<file path="src/rtl/sd_err_pkg.sv">
package sd_err_pkg;
  localparam int NUM_FLAGS = 13;
  localparam int REG_W     = 16;
  localparam int AC_W      = 8;

  localparam int F_CMD_TO   = 0;
  localparam int F_DAT_TO   = 4;
  localparam int F_PWR      = 7;
  localparam int F_AUTO     = 8;
  localparam int F_DMA      = 9;
  localparam int F_TUNE     = 10;
  localparam int F_RESP     = 11;
  localparam int F_BUS      = 12;

  // sub-status bits that exist (bit 6 absent)
  localparam logic [AC_W-1:0] AC_IMPL      = 8'hBF;
  // sub-status bits that always count toward the summary flag
  localparam logic [AC_W-1:0] AC_CNT_BASE  = 8'h3F;
  localparam int              AC_STOP_BIT  = 7;

  typedef enum logic {REG_ERR = 1'b0, REG_AC = 1'b1} reg_sel_e;
endpackage

</file>
<file path="src/rtl/sd_err_flag_bank.sv">
module sd_err_flag_bank #(
  parameter int              W    = 13,
  parameter logic [W-1:0]    IMPL = '1
) (
  input  logic         clk,
  input  logic         rst_n,
  input  logic [W-1:0] set_i,
  input  logic [W-1:0] clr_i,
  output logic [W-1:0] flag_o
);
  for (genvar i = 0; i < W; i++) begin : g_bit
    if (IMPL[i]) begin : g_impl
      logic q;
      // set has priority over a same-cycle clear
      always_ff @(posedge clk) begin
        if (!rst_n) q <= 1'b0;
        else        q <= set_i[i] | (q & ~clr_i[i]);
      end
      assign flag_o[i] = q;
    end else begin : g_tie
      assign flag_o[i] = 1'b0;
    end
  end
endmodule

</file>
<file path="src/rtl/sd_err_autocmd.sv">
module sd_err_autocmd
  import sd_err_pkg::*;
(
  input  logic            clk,
  input  logic            rst_n,
  input  logic [AC_W-1:0] ac_err_i,
  input  logic            cmd12_i,
  input  logic            clr_i,
  output logic [AC_W-1:0] sub_o,
  output logic            rise_o
);
  logic [AC_W-1:0] sub_q, base, nxt, cnt_mask;

  always_comb begin
    cnt_mask = AC_CNT_BASE;
    cnt_mask[AC_STOP_BIT] = cmd12_i;
    base   = clr_i ? '0 : sub_q;
    nxt    = base | (ac_err_i & AC_IMPL);
    rise_o = |(nxt & ~base & cnt_mask);
  end

  always_ff @(posedge clk) begin
    if (!rst_n) sub_q <= '0;
    else        sub_q <= nxt;
  end

  assign sub_o = sub_q;
endmodule

</file>
<file path="src/rtl/sd_err_stat.sv">
module sd_err_stat
  import sd_err_pkg::*;
#(
  parameter bit HAS_CURR_LIMIT = 1'b1
) (
  input  logic                 clk,
  input  logic                 rst_n,
  input  logic [3:0]           cmd_err_i,
  input  logic [2:0]           dat_err_i,
  input  logic                 pwr_fail_i,
  input  logic                 dma_err_i,
  input  logic                 tune_err_i,
  input  logic                 resp_err_i,
  input  logic                 resp_chk_en_i,
  input  logic                 bus_err_i,
  input  logic [AC_W-1:0]      ac_err_i,
  input  logic                 ac_cmd12_i,
  input  logic                 reg_addr_i,
  input  logic                 reg_wr_i,
  input  logic [REG_W-1:0]     reg_wdata_i,
  output logic [REG_W-1:0]     reg_rdata_o,
  input  logic [NUM_FLAGS-1:0] sig_en_i,
  output logic                 err_irq_o
);
  localparam logic [NUM_FLAGS-1:0] IMPL =
    HAS_CURR_LIMIT ? {NUM_FLAGS{1'b1}} : ~(NUM_FLAGS'(1) << F_PWR);

  logic [NUM_FLAGS-1:0] set_vec, clr_vec, flags;
  logic [AC_W-1:0]      ac_sub;
  logic                 ac_rise;

  always_comb begin
    clr_vec = (reg_wr_i && reg_addr_i == REG_ERR) ? reg_wdata_i[NUM_FLAGS-1:0] : '0;
    set_vec = '0;
    set_vec[F_CMD_TO +: 4] = cmd_err_i;
    set_vec[F_DAT_TO +: 3] = dat_err_i;
    set_vec[F_PWR]         = pwr_fail_i;
    set_vec[F_AUTO]        = ac_rise;
    set_vec[F_DMA]         = dma_err_i;
    set_vec[F_TUNE]        = tune_err_i;
    set_vec[F_RESP]        = resp_err_i & resp_chk_en_i;
    set_vec[F_BUS]         = bus_err_i;
  end

  sd_err_autocmd u_ac (
    .clk      (clk),
    .rst_n    (rst_n),
    .ac_err_i (ac_err_i),
    .cmd12_i  (ac_cmd12_i),
    .clr_i    (clr_vec[F_AUTO]),
    .sub_o    (ac_sub),
    .rise_o   (ac_rise)
  );

  sd_err_flag_bank #(.W(NUM_FLAGS), .IMPL(IMPL)) u_bank (
    .clk    (clk),
    .rst_n  (rst_n),
    .set_i  (set_vec),
    .clr_i  (clr_vec),
    .flag_o (flags)
  );

  always_comb begin
    if (reg_addr_i == REG_ERR) reg_rdata_o = REG_W'(flags);
    else                       reg_rdata_o = REG_W'(ac_sub);
  end

  assign err_irq_o = |(flags & sig_en_i);
endmodule

</file>
<file path="config.mk">
export PLATFORM = sky130hd
export DESIGN_NAME = sd_err_stat
export DESIGN_NICKNAME = d
export VERILOG_FILES = /design/src/rtl/sd_err_pkg.sv /design/src/rtl/sd_err_flag_bank.sv /design/src/rtl/sd_err_autocmd.sv /design/src/rtl/sd_err_stat.sv
export SDC_FILE = /design/constraint.sdc
export NUM_CORES = 1
export LEC_CHECK = 0
export CAP_MARGIN = 15
export CORE_ASPECT_RATIO = 1.25
export CORE_MARGIN = 2
export CORE_UTILIZATION = 31
export DETAILED_ROUTE_END_ITERATION = 8
export PLACE_DENSITY = 0.76
export REMOVE_ABC_BUFFERS = 1
export SLEW_MARGIN = 20
export SYNTH_ARGS = -nofsm -noshare
export SYNTH_HDL_FRONTEND = slang
export SYNTH_SLANG_ARGS = --single-unit
</file>
<file path="constraint.sdc">
create_clock -name clk -period 0.9 [get_ports clk]
set_clock_uncertainty 0.05 [all_clocks]
set_input_delay 0.09 -clock clk [delete_from_list [all_inputs] [get_ports clk]]
set_output_delay 0.09 -clock clk [all_outputs]
set_load 0.03 [all_outputs]
</file>
==> flow_summary.ini <==
[status]
violations = setup timing
status = finished, violations left

[placed_design]
io_buffers = 64
dp_hpwl_um = 2530
pre_cts_slack_ps = -967
routabilityCongestion = 0.654

[detailed_routing]
drt_iter0_drc = 20
drc = 0
postRouteAntennaNets = 0
wirelength_um = 3820
routed_via_density = 4.96
firstDrtPassIters = 4
num_vias = 1236
wl_per_cell_um = 15.3

[grt]
grt_pass1_vias = 1297
grt_max_degree = 13
grt-ovfl-total = 0
grt_usage_pct = 21.3
grt_pass1_wl_um = 5640
antenna_found_initial = 0

[clocking]
clkSinkCount = 21
postCtsHoldBufs = 0
tritoncts = built
clockRootBuffer = clkbuf_8
numCtsBuffers = 3
insertion_delay_ps = 260
clockBufferDepth = 2
clk_pin_slew_ps = 80
cts.htree.levels = 1

[setup_path]
cpPeakStageDelay_ps = 340
cp_top_family = flip-flops
cp-end-kind = output pin
critPathKind = flip-flop to output pin
start_kind = flip-flop
crit_slowest_cell = dfxtp_2
path_cells = a22oi_2, nand2_1, a221oi_2, nand3_1, buf_6
path_buf_inv = 1
required_ps = 760
crit_fanout = 2
cp.arrival_ps = 1300

[power_and_ir_drop]
pwr-share-comb_pct = 36.6
intPower_uw = 1910
switching_share_pct = 28.2
power_density_nw_per_um2 = 1200
power_frac_seq_pct = 39.8
vdd_drop_max_mv = 1.02
power.switching_uw = 750
cellLeakagePower_uw = 0.000952
clkPwrFrac_pct = 23.6

[synthesis]
yosys-top-cells-area = dfxtp_1 42%, nor2b_1 11%, a21oi_1 9.0%
synthTopCellsByCount = 21 x dfxtp_1, 18 x a21oi_1, 17 x nand2_1, 17 x nor2b_1
syn_area_per_cell_sq_um = 8.69
synth-seq-cells = 21
seq_area_frac_synth_pct = 42.1
yosys_warnings = 0
ys_types = 23
postSynthCellCount = 115
synthArstFlopShare_pct = 0
ys.flop_type = dfxtp_1
syn_area_sq_um = 1000
yosysMostFrequentCell = dfxtp_1
synth_edf_count = 0
yosysTopAreaCell = dfxtp_1
synth_top_area_share_pct = 42.1

[die]
initial_core_util_pct = 31.9
core_area_sq_um = 3140
pin_count = 72
dieArea_sq_um = 3700
rows = 23
die_height_um = 67.5
die_w_um = 54.8

[cells_and_area]
nFillCells = 250
final_util_pct = 70.6
n_antenna_cell = 0
area_delta_synth_final_pct = 122
final_layout_size_suffix_gt1_share_pct = 45.8
fin_nets = 268

[timing]
maxSlewViolCount = 0
rsz0062_at_grt = yes
max_freq_mhz = 693
hold_viol_final = 0
fin_ws_ps = -542
setup-tns-final_ps = -4710
fin_crit_ps = 1440
period_share_pct = 160
hold_slack_ps = 358
setup_viol = 17

[min_path]
hp-class = input pin to flip-flop

[flow_run]
max-cap-violations = 0
==> repair_timing <==
item / CTS / global route
gates cloned: 2 / 1
endpoints found under the setup margin: 35 / 23
pin swaps: 8 / 7
gates resized for setup: 116 / 27
setup buffers: 4 / 9
==> layer usage <==
layer,share of wire (%),track usage (%)
met5,0,0
met4,2.6,9.38
met3,7.1,4.20
met2,54,39.9
met1,36,21.7
==> path summary, 6_finish.rpt <==
kind | from | end | slack [ps] | cells after the start
setup / recovery | u_bank.g_bit[3].g_impl.q$_SDFF_PN0_ | err_irq_o | -540 | 5
hold / removal | tune_err_i | u_bank.g_bit[10].g_impl.q$_SDFF_PN0_ | 360 | 3
setup reg to reg | u_ac.sub_o[5]$_SDFF_PN0_ | u_bank.g_bit[8].g_impl.q$_SDFF_PN0_ | -170 | 4
hold reg to reg | u_ac.sub_o[6]$_SDFF_PN0_ | u_ac.sub_o[6]$_SDFF_PN0_ | 450 | 1
==> layout by cell type, fill, tap and decap left out, types with 2 or more instances in the layout <==
master           count
clkdlybuf4s50_1     47
nor2b_1             13
nor2b_4              4
dfxtp_2             16
a221oi_2             2
a21oi_2              6
a21oi_1             12
buf_4               16
a21boi_1             2
mux2_4               8
conb_1               3
clkbuf_8             3
a22oi_2              3
dfxtp_1              5
nor2_1               8
buf_6               30
nand2_1             15
==> flip-flops by register name, indices dropped and copies added, names as in the netlist <==
signal / flops
u_bank.g_bit.g_impl.q: 13
u_ac.sub_o: 8
==> power by group through the flow <==
stage	clock network, uW	logic [uW]	registers, uW
floorplan	0	297	1050
global placement	0	757	1050
detailed placement	0	774	1050
CTS	612	912	1050
global route	674	1030	1060
finish	628	972	1060
==> kinds of logic after synthesis <==
logic type | after synthesis | synth area share (%)
AOI/OAI and AO/OA | 32 | 20.9
muxes | 8 | 9.01
buffers and inverters | 8 | 4.50
DFF | 21 | 42.1
other | 1 | 0.375
and+or+nand+nor | 45 | 23.2
==> stage by stage <==
stage          power, uW  cell area [sq um]  instances
2_1_floorplan       1340                966        110
3_3_place_gp        1800               1830        235
3_5_place_dp        1830               1830        235
4_1_cts             2580               2110        245
5_1_grt             2770               2210        249
6_report            2660               2210        249
==> tightest hold or removal path, stage by stage <==
cell and delay [ps]:
clkdlybuf4s50_1 390, a21oi_1 110, nor2_1 40
==> layout make-up <==
| class | count | area, sq um | area share, % |
|---|---|---|---|
| Clock buffer | 4 | 45.0 | 2.03 |
| Inverter | 1 | 3.75 | 0.169 |
| Multi-Input combinational cell | 88 | 678 | 30.6 |
| Sequential cell | 21 | 440 | 19.9 |
| Tap cell | 37 | 46.3 | 2.09 |
| Timing Repair Buffer | 98 | 1000 | 45.2 |
No activity file was read; power rests on OpenSTA's default activity.
